**src/rtl/tsa_pkg.sv**
```systemverilog
package tsa_pkg;
    typedef enum logic [1:0] {
        ESZ_1B  = 2'd0,
        ESZ_2B  = 2'd1,
        ESZ_4B  = 2'd2,
        ESZ_BAD = 2'd3
    } esz_e;

    localparam int FLDW = 3;   // width of channel and bank fields
    localparam int EOFW = 8;   // width of the in-tile byte offset
endpackage

```
**src/rtl/tsa_swizzle.sv**
```systemverilog
module tsa_swizzle
    import tsa_pkg::*;
(
    input  logic [3:0]      xs,      // x[6:3]
    input  logic [5:0]      ys,      // y[8:3]
    input  logic [2:0]      ch_cfg,
    input  logic [1:0]      bk_cfg,
    input  logic            alt,
    output logic [FLDW-1:0] chan,
    output logic [FLDW-1:0] bank,
    output logic [1:0]      cb,
    output logic [1:0]      bb
);
    always_comb begin
        cb   = 2'd1;
        chan = '0;
        unique case (ch_cfg)
            3'b100: begin
                cb   = 2'd3;
                chan = {xs[0] ^ ys[2], xs[1] ^ xs[2] ^ ys[1], xs[2] ^ ys[0]};
            end
            3'b010: begin
                cb   = 2'd2;
                chan = {1'b0, xs[0] ^ ys[1], xs[1] ^ ys[0]};
            end
            default: begin
                cb   = 2'd1;
                chan = {2'b00, xs[0] ^ ys[0]};
            end
        endcase
    end

    always_comb begin
        bb   = 2'd2;
        bank = '0;
        unique case (bk_cfg)
            2'b10: begin
                bb      = 2'd3;
                bank[0] = xs[0] ^ ys[2 + cb];
                bank[1] = xs[1] ^ ys[1 + cb] ^ ys[2 + cb];
                bank[2] = xs[2] ^ ys[cb] ^ (alt & xs[3]);
            end
            default: begin
                bb      = 2'd2;
                bank[0] = xs[0] ^ ys[1 + cb];
                bank[1] = xs[1] ^ ys[cb] ^ (alt & xs[2]);
            end
        endcase
    end
endmodule

```
**src/rtl/tsa_elem_ofs.sv**
```systemverilog
module tsa_elem_ofs
    import tsa_pkg::*;
(
    input  logic [2:0]      xl,
    input  logic [2:0]      yl,
    input  esz_e            esz,
    input  logic            depth,
    input  logic            stencil,
    output logic [EOFW-1:0] eofs
);
    logic [5:0] pn;

    always_comb begin
        pn   = '0;
        eofs = '0;
        if (depth) begin
            pn = {yl[2], xl[2], yl[1], xl[1], yl[0], xl[0]};
            unique case (esz)
                ESZ_4B:  eofs = stencil ? {2'b00, pn} : 8'd64 + 8'(pn) * 8'd3;
                ESZ_2B:  eofs = {1'b0, pn, 1'b0};
                default: eofs = '0;
            endcase
        end else begin
            unique case (esz)
                ESZ_1B: begin
                    pn   = {yl[2], yl[0], yl[1], xl[2], xl[1], xl[0]};
                    eofs = {2'b00, pn};
                end
                ESZ_2B: begin
                    pn   = {yl[2], yl[1], yl[0], xl[2], xl[1], xl[0]};
                    eofs = {1'b0, pn, 1'b0};
                end
                ESZ_4B: begin
                    pn   = {yl[2], yl[1], xl[2], yl[0], xl[1], xl[0]};
                    eofs = {pn, 2'b00};
                end
                default: eofs = '0;
            endcase
        end
    end


    always_comb begin
        if (depth && esz == ESZ_4B && !stencil) begin
            stencil_split_chk: assert (eofs >= 8'd64);
        end
    end
endmodule

```
**src/rtl/tsa_splice.sv**
```systemverilog
module tsa_splice
    import tsa_pkg::*;
#(
    parameter int OW  = 32,
    parameter int LGW = 4
) (
    input  logic [OW-1:0]   tot,
    input  logic [FLDW-1:0] chan,
    input  logic [FLDW-1:0] bank,
    input  logic [LGW-1:0]  gb,
    input  logic [1:0]      cb,
    input  logic [1:0]      bb,
    output logic [OW-1:0]   off
);
    logic [OW-1:0] gmask;
    logic [OW-1:0] lo;
    logic [OW-1:0] hi;
    logic [2:0]    k;
    logic [LGW:0]  bank_pos;

    always_comb begin
        k        = {1'b0, cb} + {1'b0, bb};
        bank_pos = (LGW + 1)'(gb) + (LGW + 1)'(cb);
        gmask    = (OW'(1) << gb) - OW'(1);
        lo       = tot & gmask;
        hi       = (tot & ~gmask) << k;
        off      = hi + lo + (OW'(chan) << gb) + (OW'(bank) << bank_pos);
    end
endmodule

```
**src/rtl/tiled_addr_gen.sv**
```systemverilog
module tiled_addr_gen
    import tsa_pkg::*;
#(
    parameter int XW = 14,
    parameter int YW = 14,
    parameter int PW = 16,
    parameter int OW = 32,
    parameter int GW = 10
) (
    input  logic          clk,
    input  logic          rst_n,
    input  logic          stall,
    input  logic          valid_in,
    input  logic [XW-1:0] x_in,
    input  logic [YW-1:0] y_in,
    input  logic [PW-1:0] pitch_in,
    input  logic [1:0]    esz_in,
    input  logic          depth_in,
    input  logic          stencil_in,
    input  logic [GW-1:0] grp_cfg,
    input  logic [2:0]    ch_cfg,
    input  logic [1:0]    bk_cfg,
    input  logic          alt_swz,
    output logic          valid_out,
    output logic [OW-1:0] off_out,
    output logic          err_out
);
    localparam int LGW = (GW > 1) ? $clog2(GW) : 1;
    localparam int MW  = YW + PW + 1;

    function automatic logic [LGW-1:0] oh_index(input logic [GW-1:0] v);
        logic [LGW-1:0] r;
        r = '0;
        for (int i = 0; i < GW; i++) begin
            if (v[i]) r = LGW'(i);
        end
        return r;
    endfunction

    // ---------------- stage 1: swizzle, tile indices ----------------
    esz_e            esz;
    logic [FLDW-1:0] c_chan, c_bank;
    logic [1:0]      c_cb, c_bb, c_elog;
    logic [EOFW-1:0] c_eofs;
    logic            c_bad;

    assign esz = esz_e'(esz_in);

    tsa_swizzle u_swz (
        .xs     (x_in[6:3]),
        .ys     (y_in[8:3]),
        .ch_cfg (ch_cfg),
        .bk_cfg (bk_cfg),
        .alt    (alt_swz),
        .chan   (c_chan),
        .bank   (c_bank),
        .cb     (c_cb),
        .bb     (c_bb)
    );

    tsa_elem_ofs u_eofs (
        .xl      (x_in[2:0]),
        .yl      (y_in[2:0]),
        .esz     (esz),
        .depth   (depth_in),
        .stencil (stencil_in),
        .eofs    (c_eofs)
    );

    always_comb begin
        unique case (esz)
            ESZ_2B:  c_elog = 2'd1;
            ESZ_4B:  c_elog = 2'd2;
            default: c_elog = 2'd0;
        endcase
        c_bad = !$onehot(grp_cfg) || !$onehot(ch_cfg) || !$onehot(bk_cfg)
              || (esz == ESZ_BAD)
              || (depth_in && esz == ESZ_1B)
              || (stencil_in && !(depth_in && esz == ESZ_4B));
    end

    logic            s1_v, s1_err;
    logic [FLDW-1:0] s1_chan, s1_bank;
    logic [1:0]      s1_cb, s1_bb, s1_elog;
    logic [LGW-1:0]  s1_gb;
    logic [EOFW-1:0] s1_eofs;
    logic [YW-1:0]   s1_row;
    logic [XW-1:0]   s1_col;
    logic [PW-1:0]   s1_tpr;

    always_ff @(posedge clk or negedge rst_n) begin
        if (!rst_n) begin
            s1_v    <= 1'b0;
            s1_err  <= 1'b0;
            s1_chan <= '0;
            s1_bank <= '0;
            s1_cb   <= '0;
            s1_bb   <= '0;
            s1_elog <= '0;
            s1_gb   <= '0;
            s1_eofs <= '0;
            s1_row  <= '0;
            s1_col  <= '0;
            s1_tpr  <= '0;
        end else if (!stall) begin
            s1_v    <= valid_in;
            s1_err  <= valid_in && c_bad;
            s1_chan <= c_chan;
            s1_bank <= c_bank;
            s1_cb   <= c_cb;
            s1_bb   <= c_bb;
            s1_elog <= c_elog;
            s1_gb   <= oh_index(grp_cfg);
            s1_eofs <= c_eofs;
            s1_row  <= y_in >> (3'd3 + {1'b0, c_cb});
            s1_col  <= x_in >> (3'd3 + {1'b0, c_bb});
            s1_tpr  <= pitch_in >> (4'd3 + 4'(c_bb) + 4'(c_elog));
        end
    end

    // ---------------- stage 2: macro tile product ----------------
    logic [MW-1:0] c_prod;
    logic [OW-1:0] c_tot;
    logic [3:0]    c_tsh;

    always_comb begin
        c_prod = MW'(s1_row) * MW'(s1_tpr) + MW'(s1_col);
        c_tsh  = 4'd6 + 4'(s1_elog);
        c_tot  = (OW'(c_prod) << c_tsh) + OW'(s1_eofs);
    end

    logic            s2_v, s2_err;
    logic [FLDW-1:0] s2_chan, s2_bank;
    logic [1:0]      s2_cb, s2_bb;
    logic [LGW-1:0]  s2_gb;
    logic [OW-1:0]   s2_tot;

    always_ff @(posedge clk or negedge rst_n) begin
        if (!rst_n) begin
            s2_v    <= 1'b0;
            s2_err  <= 1'b0;
            s2_chan <= '0;
            s2_bank <= '0;
            s2_cb   <= '0;
            s2_bb   <= '0;
            s2_gb   <= '0;
            s2_tot  <= '0;
        end else if (!stall) begin
            s2_v    <= s1_v;
            s2_err  <= s1_err;
            s2_chan <= s1_chan;
            s2_bank <= s1_bank;
            s2_cb   <= s1_cb;
            s2_bb   <= s1_bb;
            s2_gb   <= s1_gb;
            s2_tot  <= c_tot;
        end
    end

    // ---------------- stage 3: splice ----------------
    logic [OW-1:0] c_off;

    tsa_splice #(.OW(OW), .LGW(LGW)) u_splice (
        .tot  (s2_tot),
        .chan (s2_chan),
        .bank (s2_bank),
        .gb   (s2_gb),
        .cb   (s2_cb),
        .bb   (s2_bb),
        .off  (c_off)
    );

    always_ff @(posedge clk or negedge rst_n) begin
        if (!rst_n) begin
            valid_out <= 1'b0;
            err_out   <= 1'b0;
            off_out   <= '0;
        end else if (!stall) begin
            valid_out <= s2_v;
            err_out   <= s2_err;
            off_out   <= c_off;
        end
    end

    // ---------------- checks ----------------
    logic [1:0] age_q;
    always_ff @(posedge clk or negedge rst_n) begin
        if (!rst_n)              age_q <= 2'd0;
        else if (age_q != 2'd3)  age_q <= age_q + 2'd1;
    end


    stall_hold_chk: assert property (@(posedge clk) disable iff (!rst_n)
        (stall && valid_out) |=> (valid_out && $stable(off_out) && $stable(err_out)));


    latency_chk: assert property (@(posedge clk) disable iff (!rst_n)
        (age_q == 2'd3 && !$past(stall) && !$past(stall, 2) && !$past(stall, 3))
        |-> (valid_out == $past(valid_in, 3)));


    bad_size_chk: assert property (@(posedge clk) disable iff (!rst_n)
        (valid_in && !stall && esz_in == 2'b11) |=> (s1_v && s1_err));


    bad_chan_chk: assert property (@(posedge clk) disable iff (!rst_n)
        (valid_in && !stall && $countones(ch_cfg) != 1) |=> s1_err);
endmodule

```
**config.mk**
```make
export PLATFORM = sky130hd
export DESIGN_NAME = tiled_addr_gen
export DESIGN_NICKNAME = d
export VERILOG_FILES = /design/src/rtl/tsa_pkg.sv /design/src/rtl/tsa_swizzle.sv /design/src/rtl/tsa_elem_ofs.sv /design/src/rtl/tsa_splice.sv /design/src/rtl/tiled_addr_gen.sv
export SDC_FILE = /design/constraint.sdc
export NUM_CORES = 1
export LEC_CHECK = 0
export BUFFER_PORTS_ARGS = -buffer_cell sky130_fd_sc_hd__buf_2
export CAP_MARGIN = 20
export CELL_PAD_IN_SITES_DETAIL_PLACEMENT = 1
export CELL_PAD_IN_SITES_GLOBAL_PLACEMENT = 2
export CORE_MARGIN = 3
export CORE_UTILIZATION = 30
export CTS_CLUSTER_SIZE = 28
export DETAILED_ROUTE_END_ITERATION = 8
export GPL_TIMING_DRIVEN = 0
export PLACE_DENSITY = 0.77
export SKIP_LAST_GASP = 1
export SLEW_MARGIN = 20
export SYNTH_ARGS = -nofsm -noshare
export SYNTH_HDL_FRONTEND = slang
export SYNTH_SLANG_ARGS = --single-unit
export TNS_END_PERCENT = 5
```
**constraint.sdc**
```tcl
create_clock -name clk -period 7.63 [get_ports clk]
set_input_delay 1.526 -clock clk [delete_from_list [all_inputs] [get_ports clk]]
set_output_delay 1.526 -clock clk [all_outputs]
set_load 0.01 [all_outputs]
```
==> impl_metrics.toml, run 1 <==
[power]
leakage_nw = 10.9
vdd_drop_max_mv = 0.418
power_density_mw_per_mm2 = 463
power_w = 0.0106

[finish]
regArea_mm2 = 0.00361
drive_above_1_share = 0.110
layout_commonest_cell = "nand2_1"
multi_input_area_mm2 = 0.0154
fin_nets = 3018
n_fill_cell = 8055
area_growth_pct = 12.2
fin_util = 0.341
mostFrequentLayoutCells = "331 x nand2_1, 313 x inv_1, 193 x fa_1"

[synthesis]
async_reset_ff_frac = 1.00
netlist_instances = 2457
ys.flop_type = "dfrtp_1"
synth_cell_type_count = 90
synthesis.area_mm2 = 0.0204
synthSimpleGateAreaFrac = 0.189
synth_area_leaders = "fa_1 19%, dfrtp_1 18%, ha_1 10%, nand2_1 6.1%, inv_1 5.8%"
synth_top_family_by_area = "adder cells"
yosys.area.top_type = "fa_1"
synth_xor_area_frac = 0.0308
ys.warnings.count = 0
synth_mux_area_frac = 0.0716
ys_ff_latch = 144
synth_edf_count = 0
synth_top_area_share = 0.189
synth_compound_area_frac = 0.156
syn_avg_cell_area_um2 = 8.31
synth_seq_area_share = 0.176
synthAdderAreaFrac = 0.293

[die]
die_area_mm2 = 0.0713
fp.coreArea_mm2 = 0.0673
std_cell_rows = 95
die_h_um = 267
die_x_um = 267
start_util = 0.304
pin_count = 102

[grt]
grt_pass1_wl_um = 116000
track_usage = 0.214
grt_max_degree = 79
overflow = 0
grt_pass1_vias = 19800
grt_antenna_before_repair = 3

[clocking]
clk_latency_ns = 0.49
cts_max_path_buffers = 2
cts_tree = "built"
clkSinkCount = 144
numCtsBuffers = 17
htree_levels = 4
cts_hold_buf = 0
root_buffer = "clkbuf_16"
cts.clk_slew.worst_paths_ns = 0.07

[critical_path]
path_cells = "clkbuf_1 > and2_1 > ha_1 > inv_1 > fa_1 > inv_1 > fa_1 > fa_1 > fa_1 > inv_1 > fa_1 > inv_1 > ha_1 > buf_2 > a21oi_2 > nand2_1 > a211o_1 > and3_4 > o21a_1 > o31ai_1 > nor4b_4 > nor4b_2 > xnor2_1 > mux2_2"
worstReg2RegStart = "s1_row[0]$_DFFE_PN0N_"
worst-path-buf-inv = 6
arrival_ns = 7.79
worstSetupPathType = "flip-flop to flip-flop"
cp-start-kind = "flip-flop"
cp_top_family = "adder cells"
cp-startpoint = "s1_row[0]$_DFFE_PN0N_"
critical_path.slowest_cell = "fa_1"
crit_required_ns = 7.99
path_max_fanout = 10
cp_common_cell = "fa_1"
crit_path_end_kind = "flip-flop"
cp_slowest_stage_delay_ns = 0.55

[route]
drt-wirelength-per-cell_um = 21.5
antenna_left = 0
first_pass_iters = 5
avgViaCountPerCell = 5.24
drt_iter0_drc = 1058
num_vias = 18200
drc = 0
wirelength_um = 74600

[timing]
finalHoldViolations = 0
fin_crit_sh = 0.973
setup_viol = 0
relSlewSlack = 0.261
tns_ns = 0
rsz0062_at_grt = "yes"
worst_pin_slew_ns = 1.11
clock_skew_ns = 0.0151
drv_slew = 0
timing.hold.ws_ns = 0.474
period_needed_ns = 7.42
fmax_ghz = 0.135

[place]
gp_congestion = 0.925
dp_hpwl_um = 61700
io_buffers = 95

[run]
drv_cap = 0

[min_path]
hold_path_class = "flip-flop to flip-flop"
holdCritStartpoint = "s1_bb[0]$_DFFE_PN0N_"

[run_status]
status = "completed"
[kinds of logic after synthesis]
| kind of cell | after synthesis |
|---|---|
| AO/OA/AOI/OAI | 490 |
| XOR/XNOR | 71 |
| adder cells (fa/ha/maj) | 363 |
| buffers and inverters | 444 |
| flip-flops | 144 |
| multiplexers | 130 |
| other | 2 |
| AND/OR/NAND/NOR | 813 |
[report_power, final]
part / switching (W) / internal [W]
Combinational: 0.00541 / 0.00316
Clock: 0.000401 / 0.000454
Sequential: 0.000229 / 0.000965
Total: 0.00604 / 0.00457
[state kept, by name, summed over array words and instances (netlist names), 2 cells and up]
register and cells:
s2_bank 3, s1_row 11, s1_tpr 16, s1_bank 3, s2_bb 2, s2_gb 4
s1_col 9, s2_cb 2, s2_tot 32, s1_eofs 8, s1_cb 2, s1_chan 3
s1_gb 4, s1_elog 2, s2_chan 3, off_out 32, s1_bb 2
[metrics by stage]
step / instances / setup WS [ns] / cell area [µm²]
floorplan: 2472 / 0.804 / 20500
global placement: 3440 / -0.455 / 22100
detailed placement: 3441 / -0.567 / 22100
CTS: 3472 / -0.0956 / 22700
global route: 3473 / -0.0758 / 22900
finish: 3474 / 0.205 / 22900
[timing repair]
item | CTS | global route
resized for setup | 16 | 60
endpoints found under the setup margin | 14 | 24
pin swaps | 2 | 6
buffers inserted | 3 | 4
[cell type report]
class / instances / share of cell area
Multi-Input combinational cell: 1884 / 0.671
Sequential cell: 144 / 0.158
Inverter: 315 / 0.0516
Tap cell: 873 / 0.0477
Timing Repair Buffer: 103 / 0.0258
Buffer: 122 / 0.0218
Clock buffer: 19 / 0.0189
Clock inverter: 13 / 0.00562
Antenna cell: 1 / 0.000109
[synth_stat cells (9+ instances only)]
cell      number
nand2_1      331
inv_1        313
fa_1         193
ha_1         170
nor2_1       154
o21ai_0      146
dfrtp_1      144
and2_1       116
a21oi_1      106
clkbuf_1     104
mux2i_1       73
mux2_2        49
nand3_1       42
xnor2_1       41
nor3_1        40
xor2_1        29
a31oi_1       27
a21o_1        22
nor2b_1       22
o21a_1        22
and3_1        20
a211oi_1      19
nand2b_1      19
buf_1         17
or3_1         12
o211ai_1      11
a211o_1       10
nand4_1       10
or2_2         10
a22oi_1        9
o31ai_1        9
[layer usage]
metal / up-vias / track usage / share of wire
li1: 8478 / - / -
met1: 9275 / 0.287 / 0.47
met2: 349 / 0.349 / 0.46
met5: - / 0 / 0
met3: 88 / 0.0409 / 0.044
met4: 0 / 0.0664 / 0.028
[worst min-delay path, delay by kind of cell, from the launching register on]
| kind | cells | cell delay (ns) |
|---|---|---|
| flops | 1 | 0.34 |
| simple gates | 2 | 0.11 |
[worst paths after layout]
check                                              end  slack [ns]  cells past startpoint
worst max-delay path            s2_tot[27]$_DFFE_PN0N_        0.21                     24
min in group asynchronous       s1_tpr[15]$_DFFE_PN0N_        1.02                      1
max in group asynchronous        s1_row[7]$_DFFE_PN0N_        5.75                      2
worst min register to register    s1_bb[0]$_DFFE_PN0N_        0.47                      2
worst min-delay path              s1_bb[0]$_DFFE_PN0N_        0.47                      2
worst max register to register  s2_tot[27]$_DFFE_PN0N_        0.21                     24
(Power assumes the default switching activity.)
==> inputs of run 2 (changes only) <==
Settings changed: CORE_UTILIZATION 30 to 39, PLACE_DENSITY 0.77 to 0.93, SKIP_CTS_REPAIR_TIMING from default to 1.
==> impl_metrics.toml, run 2 (synthesized netlist as in run 1, its figures left out) <==
[run_status]
status = "completed"

[finish]
reg_top3 = "off_out (32), s2_tot (32), s1_tpr (16)"
drive_above_1_share = 0.111
fin_util = 0.440
area_growth_pct = 11.2
layout_commonest_cell = "nand2_1"
fin_nets = 3014
final_cells = 3277
mostFrequentLayoutCells = "331 x nand2_1, 313 x inv_1, 193 x fa_1"

[grt]
grt_pass1_wl_um = 110000
overflow = 0
track_usage = 0.251
grt_antenna_before_repair = 0
grt_pass1_vias = 20000
grt_max_degree = 98

[timing]
drv_slew = 0
worst_pin_slew_ns = 1.20
fin_crit_sh = 0.968
setup_viol = 0
tns_ns = 0
relSlewSlack = 0.198
period_needed_ns = 7.38
finalHoldViolations = 0
fmax_ghz = 0.135
clock_skew_ns = 0.0134
timing.hold.ws_ns = 0.479
rsz0062_at_grt = "yes"
setup_slack_ns = 0.247

[route]
antenna_left = 0
drt-wirelength-per-cell_um = 21.0
drc = 0
avgViaCountPerCell = 5.63
first_pass_iters = 5
wirelength_um = 68800
drt_iter0_drc = 1130
num_vias = 18500

[clocking]
numCtsBuffers = 17
root_buffer = "clkbuf_16"
clkSinkCount = 144
htree_levels = 4
cts_tree = "built"
cts_max_path_buffers = 2
cts.clk_slew.worst_paths_ns = 0.07
clk_latency_ns = 0.50

[die]
die_h_um = 235
fp.coreArea_mm2 = 0.0516
pin_count = 102
die_area_mm2 = 0.0552
std_cell_rows = 83
die_x_um = 235
start_util = 0.396

[place]
io_buffers = 95
dp_hpwl_um = 55500
dp_slack_ns = -0.503
dp.cells = 3248
gp_congestion = 0.918

[power]
power_density_mw_per_mm2 = 458
leakage_nw = 10.9
vdd_drop_max_mv = 0.503

[min_path]
hold_path_class = "flip-flop to flip-flop"
holdPathStages = 1

[critical_path]
r2r_cells = 24
path_max_fanout = 10
worstSetupPathType = "flip-flop to flip-flop"
crit_path_end_kind = "flip-flop"
crit_required_ns = 7.97
arrival_ns = 7.72
cp-start-kind = "flip-flop"

[run]
drv_cap = 0
[run 2: layer usage]
layer  part of all wire  up-vias  track usage  wire length [µm]
met2               0.48      408        0.419             32900
met3              0.055       96       0.0457              3780
met5                  0        -            0                 0
met4              0.030        0       0.0835              2070
li1                   -     8484            -                 -
met1               0.44     9468        0.329             30100
[run 2: power breakdown]
part	internal (W)	total [W]	leakage [nW]	switching (W)
Sequential	0.000966	0.00114	1.77	0.000178
Clock	0.000438	0.000880	0.283	0.000442
Combinational	0.00315	0.00837	8.88	0.00522
[run 2: through the flow]
step | total power (W) | area, µm²
2_1_floorplan | 0.00710 | 20500
3_3_place_gp | 0.00882 | 21800
3_5_place_dp | 0.00911 | 21900
4_1_cts | 0.0101 | 22400
5_1_grt | 0.0114 | 22700
6_report | 0.0104 | 22700
[run 2: final timing paths]
check                                 startpoint                       to  slack (ns)
min in group asynchronous                  rst_n    s1_row[6]$_DFFE_PN0N_        0.93
hold / removal              s1_bb[1]$_DFFE_PN0N_     s1_bb[1]$_DFFE_PN0N_        0.48
max in group asynchronous                  rst_n  off_out[28]$_DFFE_PN0N_        5.79
setup / recovery           s1_row[4]$_DFFE_PN0N_   s2_tot[24]$_DFFE_PN0N_        0.25
hold reg to reg             s1_bb[1]$_DFFE_PN0N_     s1_bb[1]$_DFFE_PN0N_        0.48
setup reg to reg           s1_row[4]$_DFFE_PN0N_   s2_tot[24]$_DFFE_PN0N_        0.25
[run 2: critical path: stages (launching register included)]
cell and delay, ns:
dfrtp_2 0.44, buf_12 0.15, and2_1 0.17, fa_1 0.53
inv_1 0.05, fa_1 0.53, inv_1 0.05, fa_1 0.51
fa_1 0.45, fa_1 0.55, inv_1 0.06, fa_1 0.52
inv_1 0.04, ha_1 0.30, buf_2 0.19, a21oi_1 0.27
nand2_1 0.18, a211o_1 0.36, and3_4 0.21, o211ai_2 0.19
o221ai_2 0.15, or4_4 0.61, nor4_4 0.38, and4_1 0.25
o31ai_2 0.06
[run 2: layout make-up]
cell class | instances | area, µm²
clock inverters | 15 | 164
clock buffers | 17 | 425
repair buffers | 100 | 568
inverters | 315 | 1180
well taps | 680 | 851
multi-input cells | 1884 | 15400
diodes | 1 | 2.50
fillers | 6235 | 28900
plain buffers | 121 | 507
flip-flops and latches | 144 | 3620
